### src/rtl/sio_cfg_pkg.sv
package sio_cfg_pkg;

  localparam logic [7:0] KEY_OPEN   = 8'h87;
  localparam logic [7:0] KEY_CLOSE  = 8'hAA;
  localparam logic [7:0] RA_LDN     = 8'h07;
  localparam logic [7:0] RA_ID_HI   = 8'h20;
  localparam logic [7:0] RA_ID_LO   = 8'h21;
  localparam logic [7:0] RA_BANKED  = 8'h30;
  localparam logic [7:0] RA_DEV_EN  = 8'h30;
  localparam logic [7:0] RA_WINDOW  = 8'hE0;
  localparam logic [7:0] BASE_LOW   = 8'h2E;
  localparam logic [7:0] BASE_HIGH  = 8'h4E;

  localparam int GLB_SLOTS = 6;

  typedef enum logic [1:0] {
    KS_SHUT  = 2'd0,
    KS_HALF  = 2'd1,
    KS_OPEN  = 2'd2
  } key_state_t;

  // Map a global register number to its option slot; GLB_SLOTS means none.
  function automatic int unsigned glb_slot(input logic [7:0] ra);
    case (ra)
      8'h22:   return 0;
      8'h23:   return 1;
      8'h24:   return 2;
      8'h29:   return 3;
      8'h2A:   return 4;
      8'h2C:   return 5;
      default: return GLB_SLOTS;
    endcase
  endfunction

endpackage

### src/rtl/sio_key_unlock.sv
module sio_key_unlock
  import sio_cfg_pkg::*;
(
  input  logic       clk,
  input  logic       rst_n,
  input  logic       idx_wr,
  input  logic [7:0] wdata,
  output logic       open_o
);

  key_state_t st_q, st_d;

  always_comb begin
    st_d = st_q;
    if (idx_wr) begin
      case (st_q)
        KS_SHUT: st_d = (wdata == KEY_OPEN) ? KS_HALF : KS_SHUT;
        KS_HALF: st_d = (wdata == KEY_OPEN) ? KS_OPEN : KS_SHUT;
        KS_OPEN: st_d = (wdata == KEY_CLOSE) ? KS_SHUT : KS_OPEN;
        default: st_d = KS_SHUT;
      endcase
    end
  end

  always_ff @(posedge clk or negedge rst_n) begin
    if (!rst_n) st_q <= KS_SHUT;
    else        st_q <= st_d;
  end

  assign open_o = (st_q == KS_OPEN);

endmodule

### src/rtl/sio_glb_regs.sv
module sio_glb_regs
  import sio_cfg_pkg::*;
#(
  parameter logic [11:0] CHIP_FAMILY = 12'hA23,
  parameter logic [3:0]  CHIP_REV    = 4'h0
) (
  input  logic                   clk,
  input  logic                   rst_n,
  input  logic                   wr_en,
  input  logic [7:0]             ra,
  input  logic [7:0]             wdata,
  output logic [7:0]             ldn_o,
  output logic [GLB_SLOTS*8-1:0] glb_o,
  output logic [7:0]             rd_o
);

  localparam logic [15:0] IDENT = {CHIP_FAMILY, CHIP_REV};

  logic [7:0]  opt_q [GLB_SLOTS];
  logic [7:0]  ldn_q;
  int unsigned slot;

  assign slot = glb_slot(ra);

  always_ff @(posedge clk or negedge rst_n) begin
    if (!rst_n) begin
      ldn_q <= 8'h00;
      for (int s = 0; s < GLB_SLOTS; s++) opt_q[s] <= 8'h00;
    end else if (wr_en) begin
      if (ra == RA_LDN) ldn_q <= wdata;
      for (int s = 0; s < GLB_SLOTS; s++)
        if (slot == s) opt_q[s] <= wdata;
    end
  end

  always_comb begin
    rd_o = 8'h00;
    case (ra)
      RA_LDN:   rd_o = ldn_q;
      RA_ID_HI: rd_o = IDENT[15:8];
      RA_ID_LO: rd_o = IDENT[7:0];
      default: begin
        for (int s = 0; s < GLB_SLOTS; s++)
          if (slot == s) rd_o = opt_q[s];
      end
    endcase
  end

  for (genvar s = 0; s < GLB_SLOTS; s++) begin : g_exp
    assign glb_o[s*8 +: 8] = opt_q[s];
  end

  assign ldn_o = ldn_q;

endmodule

### src/rtl/sio_ldev_bank.sv
module sio_ldev_bank
  import sio_cfg_pkg::*;
#(
  parameter int BANK_REGS = 8
) (
  input  logic                   clk,
  input  logic                   rst_n,
  input  logic                   wr_en,
  input  logic [7:0]             ra,
  input  logic [7:0]             wdata,
  output logic [7:0]             en_o,
  output logic [BANK_REGS*8-1:0] regs_o,
  output logic [7:0]             rd_o
);

  logic [7:0]  en_q;
  logic [7:0]  win_q [BANK_REGS];
  logic [31:0] off;
  logic        in_win;

  assign off    = {24'd0, ra} - {24'd0, RA_WINDOW};
  assign in_win = (ra >= RA_WINDOW) && (off < 32'(BANK_REGS));

  always_ff @(posedge clk or negedge rst_n) begin
    if (!rst_n) begin
      en_q <= 8'h00;
      for (int k = 0; k < BANK_REGS; k++) win_q[k] <= 8'h00;
    end else if (wr_en) begin
      if (ra == RA_DEV_EN) en_q <= wdata;
      for (int k = 0; k < BANK_REGS; k++)
        if (in_win && off == 32'(k)) win_q[k] <= wdata;
    end
  end

  always_comb begin
    rd_o = 8'h00;
    if (ra == RA_DEV_EN) rd_o = en_q;
    for (int k = 0; k < BANK_REGS; k++)
      if (in_win && off == 32'(k)) rd_o = win_q[k];
  end

  for (genvar k = 0; k < BANK_REGS; k++) begin : g_exp
    assign regs_o[k*8 +: 8] = win_q[k];
  end

  assign en_o = en_q;

endmodule

### src/rtl/sio_cfg_port.sv
module sio_cfg_port
  import sio_cfg_pkg::*;
#(
  parameter int          ADDR_W      = 16,
  parameter int          NUM_LDEV    = 12,
  parameter int          BANK_REGS   = 8,
  parameter logic [11:0] CHIP_FAMILY = 12'hA23,
  parameter logic [3:0]  CHIP_REV    = 4'h0
) (
  input  logic                            clk,
  input  logic                            rst_n,
  input  logic                            base_sel,
  input  logic                            req_valid,
  input  logic                            req_write,
  input  logic [ADDR_W-1:0]               req_addr,
  input  logic [7:0]                      req_wdata,
  output logic                            rsp_valid,
  output logic [7:0]                      rsp_data,
  output logic [GLB_SLOTS*8-1:0]          glb_cfg_o,
  output logic [NUM_LDEV*8-1:0]           dev_en_o,
  output logic [NUM_LDEV*BANK_REGS*8-1:0] dev_reg_o
);

  localparam logic [ADDR_W-1:0] BASE0 = ADDR_W'(BASE_LOW);
  localparam logic [ADDR_W-1:0] BASE1 = ADDR_W'(BASE_HIGH);
  localparam int                DEV_BYTES = BANK_REGS * 8;

  logic [ADDR_W-1:0] base;
  logic              hit, at_data, idx_wr, dat_wr, dat_rd;
  logic              unlocked;
  logic [7:0]        idx_q;
  logic [7:0]        ldn;
  logic [7:0]        glb_rd, bank_rd, rd_mux;
  logic              glb_wr, upper;
  logic [NUM_LDEV-1:0] bank_wr;
  logic [7:0]        bank_rd_arr [NUM_LDEV];

  // Port decode: the pair sits on an even base.
  assign base    = base_sel ? BASE1 : BASE0;
  assign hit     = req_valid && (req_addr[ADDR_W-1:1] == base[ADDR_W-1:1]);
  assign at_data = req_addr[0];
  assign idx_wr  = hit && req_write && !at_data;
  assign dat_wr  = hit && req_write && at_data && unlocked;
  assign dat_rd  = hit && !req_write;

  sio_key_unlock u_key (
    .clk    (clk),
    .rst_n  (rst_n),
    .idx_wr (idx_wr),
    .wdata  (req_wdata),
    .open_o (unlocked)
  );

  // Index register: loaded only while open, key bytes excluded.
  always_ff @(posedge clk or negedge rst_n) begin
    if (!rst_n)
      idx_q <= 8'h00;
    else if (idx_wr && unlocked && req_wdata != KEY_CLOSE)
      idx_q <= req_wdata;
  end

  assign upper  = (idx_q >= RA_BANKED);
  assign glb_wr = dat_wr && !upper;

  sio_glb_regs #(
    .CHIP_FAMILY (CHIP_FAMILY),
    .CHIP_REV    (CHIP_REV)
  ) u_glb (
    .clk   (clk),
    .rst_n (rst_n),
    .wr_en (glb_wr),
    .ra    (idx_q),
    .wdata (req_wdata),
    .ldn_o (ldn),
    .glb_o (glb_cfg_o),
    .rd_o  (glb_rd)
  );

  for (genvar d = 0; d < NUM_LDEV; d++) begin : g_dev
    assign bank_wr[d] = dat_wr && upper && (ldn == 8'(d));
    sio_ldev_bank #(
      .BANK_REGS (BANK_REGS)
    ) u_bank (
      .clk    (clk),
      .rst_n  (rst_n),
      .wr_en  (bank_wr[d]),
      .ra     (idx_q),
      .wdata  (req_wdata),
      .en_o   (dev_en_o[d*8 +: 8]),
      .regs_o (dev_reg_o[d*DEV_BYTES +: DEV_BYTES]),
      .rd_o   (bank_rd_arr[d])
    );
  end

  // Devices at or past NUM_LDEV leave bank_rd at zero.
  always_comb begin
    bank_rd = 8'h00;
    for (int d = 0; d < NUM_LDEV; d++)
      if (ldn == 8'(d)) bank_rd = bank_rd_arr[d];
  end

  always_comb begin
    if (!unlocked)     rd_mux = 8'hFF;
    else if (!at_data) rd_mux = idx_q;
    else if (upper)    rd_mux = bank_rd;
    else               rd_mux = glb_rd;
  end

  always_ff @(posedge clk or negedge rst_n) begin
    if (!rst_n) begin
      rsp_valid <= 1'b0;
      rsp_data  <= 8'h00;
    end else begin
      rsp_valid <= dat_rd;
      if (dat_rd) rsp_data <= rd_mux;
    end
  end

endmodule

### config.mk
export PLATFORM = sky130hd
export DESIGN_NAME = sio_cfg_port
export DESIGN_NICKNAME = d
export VERILOG_FILES = /design/src/rtl/sio_cfg_pkg.sv /design/src/rtl/sio_key_unlock.sv /design/src/rtl/sio_glb_regs.sv /design/src/rtl/sio_ldev_bank.sv /design/src/rtl/sio_cfg_port.sv
export SDC_FILE = /design/constraint.sdc
export NUM_CORES = 1
export LEC_CHECK = 0
export CAP_MARGIN = 0
export CORE_AREA = 2 2 368 370
export CTS_BUF_LIST = sky130_fd_sc_hd__clkbuf_2 sky130_fd_sc_hd__clkbuf_4 sky130_fd_sc_hd__clkbuf_8
export CTS_CLUSTER_SIZE = 30
export DETAILED_ROUTE_END_ITERATION = 6
export DIE_AREA = 0 0 370 372
export DONT_BUFFER_PORTS = 1
export GPL_TIMING_DRIVEN = 0
export PLACE_DENSITY_LB_ADDON = 0.05
export RECOVER_POWER = 100
export SYNTH_ARGS = -nofsm -noshare
export SYNTH_HDL_FRONTEND = slang
export SYNTH_SLANG_ARGS = --single-unit
### constraint.sdc
create_clock -name clk -period 7.29 [get_ports clk]
set_clock_uncertainty 0.15 [all_clocks]
set_input_delay 0.729 -clock clk [delete_from_list [all_inputs] [get_ports clk]]
set_output_delay 0.729 -clock clk [all_outputs]
set_load 0.02 [all_outputs]
### Yosys cells after proc, flatten, opt, wreduce, memory -nomap -nowiden

Cells that the tools add are included.

* word-level logic and storage cells: 451
* bits in registers: 939
* memories kept: 0
* output and inout bits: 921
* RAM bits: 0
* bits in read-only memories: 0
* latch bits: 0
* input bits: 29

* equality and inequality tests: 39
* add/subtract/negate cells: 1
* shift operators: 0
* multiplexer cells: 136
* multiply operators: 0
* reduce and logical (&&, ||, !) cells: 153
* div/mod/pow operators: 0
* magnitude comparators: 3
* bitwise logic cells: 0

Operators by type and width (number)
* $mux 8: 129
* $reduce_and 2->1: 115
* $eq 32x3->1 const B: 4
* $eq 8x6->1 const B: 9
* $eq 32x2->1 const B: 2
* $logic_not 32->1: 2
* $eq 8x3->1 const B: 5
* $eq 32x1->1 const B: 1
* $eq 8x4->1 const B: 4
* $lt 32x4->1 const B: 1
* $logic_and 1x1->1: 31
* $pmux 8 s3: 1
* $pmux 3 s6: 1
* $eq 8x2->1 const B: 2
* $eq 8x8->1 const B: 2
* $eq 15x6->1: 1
* $sub 8x8->9 const B: 1
* $eq 8x1->1 const B: 1
* $ge 8x6->1 const B: 1
* $ge 8x8->1 const B: 1
* $logic_not 8->1: 1
* $ne 8x8->1 const B: 1
* $mux 7: 1
* $eq 3x2->1 const B: 2
* 9 further kinds: 13

### Logic depth before layout (Yosys ltp)

Gate-level depths: netlist of run 1.

* word-level depth: 27
* depth in mapped cells: 15
* depth with buffers taken out: 10

### Modules after synthesis

A second synthesis of run 1 with hierarchy kept.

* cells, all modules: 4113
* area, all modules: 49253.5 µm²

By module, submodules not included
* sio_ldev_bank (g_dev[0].u_bank ...): times used 11, cells each 298, area each 3664.8 µm², seq. area each 1801.7 µm²
* sio_ldev_bank (g_dev[9].u_bank): times used 1, cells each 304, area each 3726.1 µm², seq. area each 1801.7 µm²
* sio_glb_regs: times used 1, cells each 242, area each 2901.5 µm², seq. area each 1401.3 µm²
* sio_cfg_port: times used 1, cells each 277, area each 2168.3 µm², seq. area each 425.4 µm²
* sio_key_unlock: times used 1, cells each 12, area each 145.1 µm², seq. area each 50.0 µm²

### Worst setup path before layout of run 1

No wires, ideal clock.

* kind: register to register
* start point: register idx_q[5]
* end point: register g_dev[8].u_bank.win_q (netlist bit g_dev[8].u_bank.regs_o[16])
* stages on the path, launching flop included: 11
* library setup time: 0.128 ns
* arrival time: 3.065 ns
* setup slack: 3.947 ns
* required time: 7.012 ns
* path buffers: 4
* clock period less this slack: 3.343 ns
* path through: dfrtp_1 ha_1 ha_1 or3b_2 clkbuf_1 nor4_2 buf_2 buf_2 buf_4 nand2_1 mux2_1

* word-level cells in the longest chain between the ends: 5
* elaborated cells on any way between the ends: 10
* classes of those cells: add/sub (1); order compare (3); eq/ne (1); reduce/logical (5)

RTL lines
* start: declaration: RTL line sio_cfg_port.sv:31 `logic [7:0] idx_q;`
* start signal: assignment: RTL line sio_cfg_port.sv:59 `idx_q <= req_wdata;`
* $sub 8x8->9: RTL line sio_ldev_bank.sv:21 `assign off = {24'd0, ra} - {24'd0, RA_WINDOW};`
* $lt 32x4->1: RTL line sio_ldev_bank.sv:22 `assign in_win = (ra >= RA_WINDOW) && (off < 32'(BANK_REGS));`
* $logic_and 1x1->1: RTL line sio_ldev_bank.sv:22
* $logic_and 1x1->1: RTL line sio_ldev_bank.sv:31 `if (in_win && off == 32'(k)) win_q[k] <= wdata;`
* $reduce_and 2->1 (no source line) *
* end signal: indexed assignment: RTL line sio_ldev_bank.sv:31
* end: declaration: RTL line sio_ldev_bank.sv:17 `logic [7:0] win_q [BANK_REGS];`

Every way passes the cells marked *; elsewhere a longest branch is shown, timed or not.
A chain may end at the register's enable or synchronous reset.

### Final worst setup path of run 1

* start point: register idx_q[5]
* end point: register rsp_data[2]

* word-level cells in the longest chain between the ends: 27
* elaborated cells on any way between the ends: 168
* classes of those cells: add/sub (1); order compare (3); eq/ne (22); mux (131); reduce/logical (11)

RTL lines
* $sub 8x8->9: RTL line sio_ldev_bank.sv:21
* $lt 32x4->1: RTL line sio_ldev_bank.sv:22
* $logic_and 1x1->1: RTL line sio_ldev_bank.sv:22
* $logic_and 1x1->1: RTL line sio_ldev_bank.sv:39 `if (in_win && off == 32'(k)) rd_o = win_q[k];`
* $mux 8 (8 in a row): RTL line sio_ldev_bank.sv:39
* $mux 8 (12 in a row): RTL line sio_cfg_port.sv:99 `if (ldn == 8'(d)) bank_rd = bank_rd_arr[d];`
* $mux 8 *: RTL line sio_cfg_port.sv:105 `else if (upper) rd_mux = bank_rd;`
* $mux 8 *: RTL line sio_cfg_port.sv:104 `else if (!at_data) rd_mux = idx_q;`
* $mux 8 *: RTL line sio_cfg_port.sv:103 `if (!unlocked) rd_mux = 8'hFF;`
* end signal: assignment: RTL line sio_cfg_port.sv:115 `if (dat_rd) rsp_data <= rd_mux;`
* end: declaration: RTL line sio_cfg_port.sv:18 `output logic [7:0] rsp_data,`

Marks and branches as above.

==> impl_metrics.yaml, run 1 <==
clock_network:
  cts_hold_buffers: 1
  htree_levels: 4
  root_buffer: "clkbuf_8"
  cts_tree: "done"
  cts_setup_buffers: 0
  clk_pin_slew_ps: 60
  cts_sinks: 939
  clk_latency_ps: 980
  clk_path_buf_depth: 3
  cts_resized: 0
  cts_buffers: 175
critical_path:
  start_kind: "flop"
  cp.required_ps: 8010
  critPathKind: "flop to flop"
  critPathMaxFanout: 10
  cp.arrival_ps: 8530
  cp-end-kind: "flop"
sta:
  min_period_over_period_pct: 107
  fin_tns_setup_ps: -47470
  fin_ws_ps: -519
  report.final.hold_viol_count: 0
  hold_ws_ps: 117
  max_freq_mhz: 128
  fin_crit_ps: 7810
  slew_headroom_pct: -187
  slew_violations: 761
  rsz0062_at_grt: "no"
  setup_violations: 340
  worst_pin_slew_ps: 4300
place:
  placed_cell_area_sq_mm: 0.0456
  post-dp-hpwl_um: 243000
  io_buffers: 0
  post-place-ws_ps: 218
  place_congestion: 1.01
route:
  ant_nets: 0
  via_per_inst: 7.01
  remaining_drc_errors: 0
  top_layer: "met5"
  dr.pass1.iters: 6
  detail_route.wl_per_cell_um: 59.4
  met2_length_um: 138000
  finalWirelength_um: 329000
  first_iter_violations: 5904
  wl_met3_um: 46300
  drt-met1-wl_um: 116000
  vias: 38800
yosys:
  syn_area_per_cell_sq_um: 12.7
  synth_nets: 3421
  synthArstFlopShare_pct: 100
  synth_edf_count: 0
  ys.flop_type: "dfrtp_1"
  synth-seq-area-share_pct: 54.7
  syn_area_sq_mm: 0.0430
  yosysWarnings: 0
  synth-seq-cells: 939
  ys_types: 86
  netlist_instances: 3390
global_routing:
  grt_pass1_vias: 36500
  globalRouteOverflowTotal: 0
  grt_max_degree: 940
  grt_pass1_wl_um: 411000
  grt_use_total_pct: 46.5
  grt_antenna_before_repair: 81
min_path:
  hp-class: "input port to flop"
floorplan:
  num_io_pins: 950
  die_area_sq_mm: 0.138
  die_h_um: 372
  initial_core_util_pct: 32.0
  rows: 135
  core_area_sq_mm: 0.134
  die_w_um: 370
layout:
  final_common_cell: "dfrtp_1"
  nNetsFinal: 3621
  syn2layout_area_growth_pct: 14.9
  final_cell_mix: "dfrtp_1, mux2_2, nand2_1"
  fin_area_sq_mm: 0.0494
  fin_util_pct: 36.8
  layout-drive-gt1-share_pct: 36.0
job:
  drv_cap: 30
status:
  violations: "capacitance limit, slew limit, setup timing"
  outcome: "finished, violations left"
pwr:
  power_leakage_nw: 23.6
  power_density_mw_per_mm2: 225
  peakVddDrop_uv: 189
[critical path: stages (launching register included)]
cell and delay [ps]:
dfrtp_1 460, ha_1 240, ha_1 380, or4b_4 620, buf_6 220, nor3_1 1820
clkbuf_2 920, clkbuf_2 880, a221oi_1 160, and3_1 270, nor3_1 730, nor3_1 400
a31oi_1 370
[synth_stat cells, drive strengths merged, types with 11 or more instances]
library cell  count  share of area (%)
nand2           237                2.1
a21oi            91                1.1
o221ai           28               0.57
a211oi           24               0.42
nand4            35               0.52
a22oi           101                1.8
mux2            929                 24
nand3            55               0.64
a222oi           27               0.63
and3             21               0.31
nor4             26               0.68
clkbuf          183                1.6
a31oi            24               0.35
a22o             14               0.29
nor2b            11               0.16
nor2             86               0.81
buf              84                1.0
a221oi           60                1.2
a32oi            11               0.22
o21ai           107                1.2
nor3             29               0.38
a221o            25               0.58
o22ai            72                1.0
dfrtp           939                 55
[layer usage]
layer / up-vias / GRT usage, %
met5: - / 0
met4: 26 / 31.7
met3: 999 / 22.9
met2: 3613 / 67.5
met1: 20800 / 53.5
li1: 13400 / -
[state kept, by name, indices dropped and copies added, names as in the netlist]
name and cells:
u_key.st_q 2, g_dev.u_bank.regs_o 768, idx_q 8, u_glb.glb_o 48
rsp_valid 1, u_glb.ldn_o 8, g_dev.u_bank.en_o 96, rsp_data 8
[logic make-up after synthesis]
group / after synthesis / synth area share (%)
AOI/OAI and AO/OA: 673 / 11.3
adders and majority gates: 2 / 0.0582
buffers and inverters: 270 / 2.66
DFF: 939 / 54.7
muxes: 933 / 24.4
and+or+nand+nor: 573 / 6.92
[path summary, 6_finish.rpt]
kind / from / endpoint / slack, ps / cells past startpoint
max reg2reg: idx_q[5]$_DFFE_PN0P_ / rsp_data[2]$_DFFE_PN0P_ / -520 / 12
min reg2reg: u_key.st_q[0]$_DFFE_PN0P_ / u_key.st_q[0]$_DFFE_PN0P_ / 380 / 1
max in group asynchronous: rst_n / g_dev[2].u_bank.en_o[1]$_DFFE_PN0P_ / 1110 / 4
min: req_write / rsp_data[5]$_DFFE_PN0P_ / 120 / 4
max: idx_q[5]$_DFFE_PN0P_ / rsp_data[2]$_DFFE_PN0P_ / -520 / 12
min in group asynchronous: rst_n / u_glb.glb_o[26]$_DFFE_PN0P_ / 150 / 1
[report_power, final]
group | internal [mW] | switching (mW) | leakage (nW) | total (mW)
Sequential | 5.22 | 0.000112 | 13.1 | 5.22
Clock | 3.04 | 2.54 | 1.96 | 5.58
Combinational | 0.0241 | 0.314 | 8.52 | 0.338
Total | 8.28 | 2.85 | 23.6 | 11.1
[final cells by class]
| cell class | count | area (sq um) |
|---|---|---|
| Timing Repair Buffer | 23 | 362 |
| Buffer | 267 | 1160 |
| Inverter | 3 | 11.3 |
| Fill cell | 13300 | 84900 |
| Clock buffer | 284 | 3490 |
| Sequential cell | 939 | 23500 |
| Antenna cell | 34 | 85.1 |
| Tap cell | 1781 | 2230 |
| Multi-Input combinational cell | 2181 | 18400 |
| Clock inverter | 18 | 165 |
[per-stage QoR]
stage	power (mW)	std cells
after floorplan	5.38	3390
after global placement	5.52	5171
after detailed placement	5.52	5187
after CTS	11.0	5490
after global routing	11.3	5499
final	11.1	5530
(Power assumes the default switching activity.)
==> run 2, diff against run 1 <==
--- a/config.mk
+++ b/config.mk
@@ -6,15 +6,16 @@
 export NUM_CORES = 1
 export LEC_CHECK = 0
 export CAP_MARGIN = 0
-export CORE_AREA = 2 2 368 370
+export CORE_AREA = 2 2 371 373
 export CTS_BUF_LIST = sky130_fd_sc_hd__clkbuf_2 sky130_fd_sc_hd__clkbuf_4 sky130_fd_sc_hd__clkbuf_8
 export CTS_CLUSTER_SIZE = 30
 export DETAILED_ROUTE_END_ITERATION = 6
-export DIE_AREA = 0 0 370 372
+export DIE_AREA = 0 0 373 375
 export DONT_BUFFER_PORTS = 1
 export GPL_TIMING_DRIVEN = 0
 export PLACE_DENSITY_LB_ADDON = 0.05
 export RECOVER_POWER = 100
 export SYNTH_ARGS = -nofsm -noshare
 export SYNTH_HDL_FRONTEND = slang
+export SYNTH_HIERARCHICAL = 1
 export SYNTH_SLANG_ARGS = --single-unit
==> impl_metrics.yaml, run 2 <==
clock_network:
  cts_sinks: 939
  clk_path_buf_depth: 3
  clk_pin_slew_ps: 60
  htree_levels: 4
  cts_resized: 0
  cts_tree: "done"
  cts_buffers: 172
  clk_latency_ps: 940
  cts_setup_buffers: 0
  root_buffer: "clkbuf_8"
place:
  io_buffers: 0
  post-place-ws_ps: 1950
  dpl.cell_count: 5915
  place_congestion: 0.903
  post-dp-hpwl_um: 152000
layout:
  nNetsFinal: 4369
  layout-drive-gt1-share_pct: 27.0
  stdcell_count: 6235
  final_cell_mix: "dfrtp_1, mux2_2, mux2_1"
  n_fill_cell: 13300
  largest_reg_flops: 768
  fin_util_pct: 40.7
  syn2layout_area_growth_pct: 12.5
  final_common_cell: "dfrtp_1"
  multi_input_area_sq_mm: 0.0244
  ff_latch_area_sq_mm: 0.0235
status:
  violations: "capacitance limit, slew limit"
  outcome: "finished, violations left"
sta:
  hold_ws_ps: 81.4
  setup_violations: 0
  fin_ws_ps: 1300
  max_freq_mhz: 167
  report.final.hold_viol_count: 0
  worst_pin_slew_ps: 3170
  slew_headroom_pct: -111
  fin_tns_setup_ps: 0
  slew_violations: 509
  min_period_over_period_pct: 82.2
  fin_crit_ps: 5990
  rsz0062_at_grt: "no"
floorplan:
  core_area_sq_mm: 0.136
  num_io_pins: 950
  initial_core_util_pct: 36.1
  die_w_um: 373
  die_h_um: 375
  die_area_sq_mm: 0.140
  rows: 136
yosys:
  ys.flop_type: "dfrtp_1"
  synth_area_leader_cell: "dfrtp_1"
  yosysWarnings: 6
  synth_most_common_cell: "dfrtp_1"
  syn_area_per_cell_sq_um: 12.0
  synth-seq-area-share_pct: 47.7
  synth_top_area_share_pct: 47.7
  synth_common_cells: "dfrtp_1, mux2_2, mux2_1"
  syn_area_sq_mm: 0.0493
  synth_nets: 4166
  synthArstFlopShare_pct: 100
  ys_types: 84
  synth-seq-cells: 939
  synthTopCellsByArea: "dfrtp_1, mux2_2, mux2_1, nand4_1, nand2_1"
  netlist_instances: 4113
  synth_edf_count: 0
route:
  ant_nets: 0
  vias: 38200
  detail_route.wl_per_cell_um: 35.4
  first_iter_violations: 3149
  via_per_inst: 6.12
  remaining_drc_errors: 0
  finalWirelength_um: 220000
  dr.pass1.iters: 6
critical_path:
  cp-end-kind: "flop"
  critPathKind: "flop to flop"
  cp.required_ps: 7970
  reg2reg_depth: 13
  slowest_stage: "dfrtp_1"
  critPathBufInv: 2
  critPathMaxStageDelay_ps: 1560
  cp_cell_sequence: "buf_16 -> ha_1 -> nor4bb_1 -> clkbuf_1 -> and3_1 -> a22o_1 -> nor3_1 -> nor3_1 -> mux4_2 -> nor2_1 -> a311oi_1 -> o221ai_1 -> a31oi_1"
  critPathMaxFanout: 44
  r2r_slack_ps: 1300
  critPathTopFamily: "flip-flops"
  rr_endpoint: "rsp_data[1]$_DFFE_PN0P_"
  cp.arrival_ps: 6670
  critPathMostFrequentCell: "nor3_1"
  start_kind: "flop"
  r2r_start: "idx_q[7]$_DFFE_PN0P_"
min_path:
  hold_depth: 3
  hp-class: "input port to flop"
  holdPathEnd: "rsp_valid$_DFF_PN0_"
  hold_start: "req_addr[9]"
pwr:
  p_int_mw: 8.14
  share_clk_of_total_power_pct: 49.1
  peakVddDrop_uv: 147
  swShare_pct: 24.4
  pwr-share-seq_pct: 48.4
  p_comb_share_pct: 2.5
  power_leakage_nw: 25.8
  power_density_mw_per_mm2: 194
  switchingPower_mw: 2.63
global_routing:
  globalRouteOverflowTotal: 0
  grt_pass1_wl_um: 309000
  grt_use_total_pct: 30.6
  grt_antenna_before_repair: 12
  grt_pass1_vias: 38200
  grt_max_degree: 940
job:
  drv_cap: 7
-- run 2: area by class of cell --
cell class / instances / area share [%]
Buffer: 207 / 1.67
Sequential cell: 939 / 42.4
Multi-Input combinational cell: 2919 / 44.1
Inverter: 48 / 0.325
Clock buffer: 261 / 5.84
Antenna cell: 9 / 0.0406
Clock inverter: 29 / 0.512
Tap cell: 1794 / 4.05
Timing Repair Buffer: 29 / 1.06
-- run 2: worst min-delay path: stages --
cell and delay [ps]:
nor2_1 30, nand4_1 200, nor3_1 110
-- run 2: how the worst max path moves through the flow --
stage / cells after the start / startpoint / slack, ps / endpoint
final: 13 / idx_q[7]$_DFFE_PN0P_ / 1300 / rsp_data[1]$_DFFE_PN0P_
after global routing: 5 / rst_n / 820 / g_dev[5].u_bank/regs_o[50]$_DFFE_PN0P_
after CTS: 14 / idx_q[6]$_DFFE_PN0P_ / 1930 / rsp_data[1]$_DFFE_PN0P_
after detailed placement: 14 / idx_q[6]$_DFFE_PN0P_ / 1950 / rsp_data[1]$_DFFE_PN0P_
after global placement: 13 / idx_q[6]$_DFFE_PN0P_ / -110 / rsp_data[1]$_DFFE_PN0P_
after floorplan: 12 / idx_q[6]$_DFFE_PN0P_ / 3040 / rsp_data[5]$_DFFE_PN0P_
-- run 2: logic make-up (layout without fill, tap and decap cells) --
logic type / after synthesis / after routing / synth area share (%)
buffers and inverters: 255 / 574 / 2.34
multiplexers: 1066 / 1066 / 24.6
adder cells (fa/ha/maj): 24 / 24 / 0.610
AO/OA/AOI/OAI: 652 / 652 / 9.55
AND/OR/NAND/NOR: 1177 / 1177 / 15.2
other: 0 / 9 / 0
flip-flops: 939 / 939 / 47.7
-- run 2: power groups by stage --
stage / clock network (mW) / logic [mW] / registers [mW]
finish: 5.29 / 0.267 / 5.22
global route: 5.65 / 0.294 / 5.21
CTS: 5.44 / 0.161 / 5.22
detailed placement: 0 / 0.0135 / 5.31
global placement: 0 / 0.0135 / 5.31
floorplan: 0 / 0.0123 / 5.31
-- run 2: per-layer routing --
metal / vias up / GRT usage [%] / wire length [um]
met4: 0 / 10.3 / 8010
li1: 16300 / - / -
met5: - / 0 / 0
met2: 1638 / 49.6 / 103000
met1: 20000 / 37.3 / 87600
met3: 321 / 11.7 / 21600
-- run 2: what timing repair did --
action                     in CTS  in global routing
setup endpoints to repair       0                  0
hold buffers                   14                  2
hold endpoints to repair     1878                379
-- run 2: through the flow --
step	instance area (sq um)	power, mW
after floorplan	49300	5.32
after global placement	51500	5.32
after detailed placement	51700	5.32
after CTS	55500	10.8
after global routing	55400	11.2
final	55400	10.8
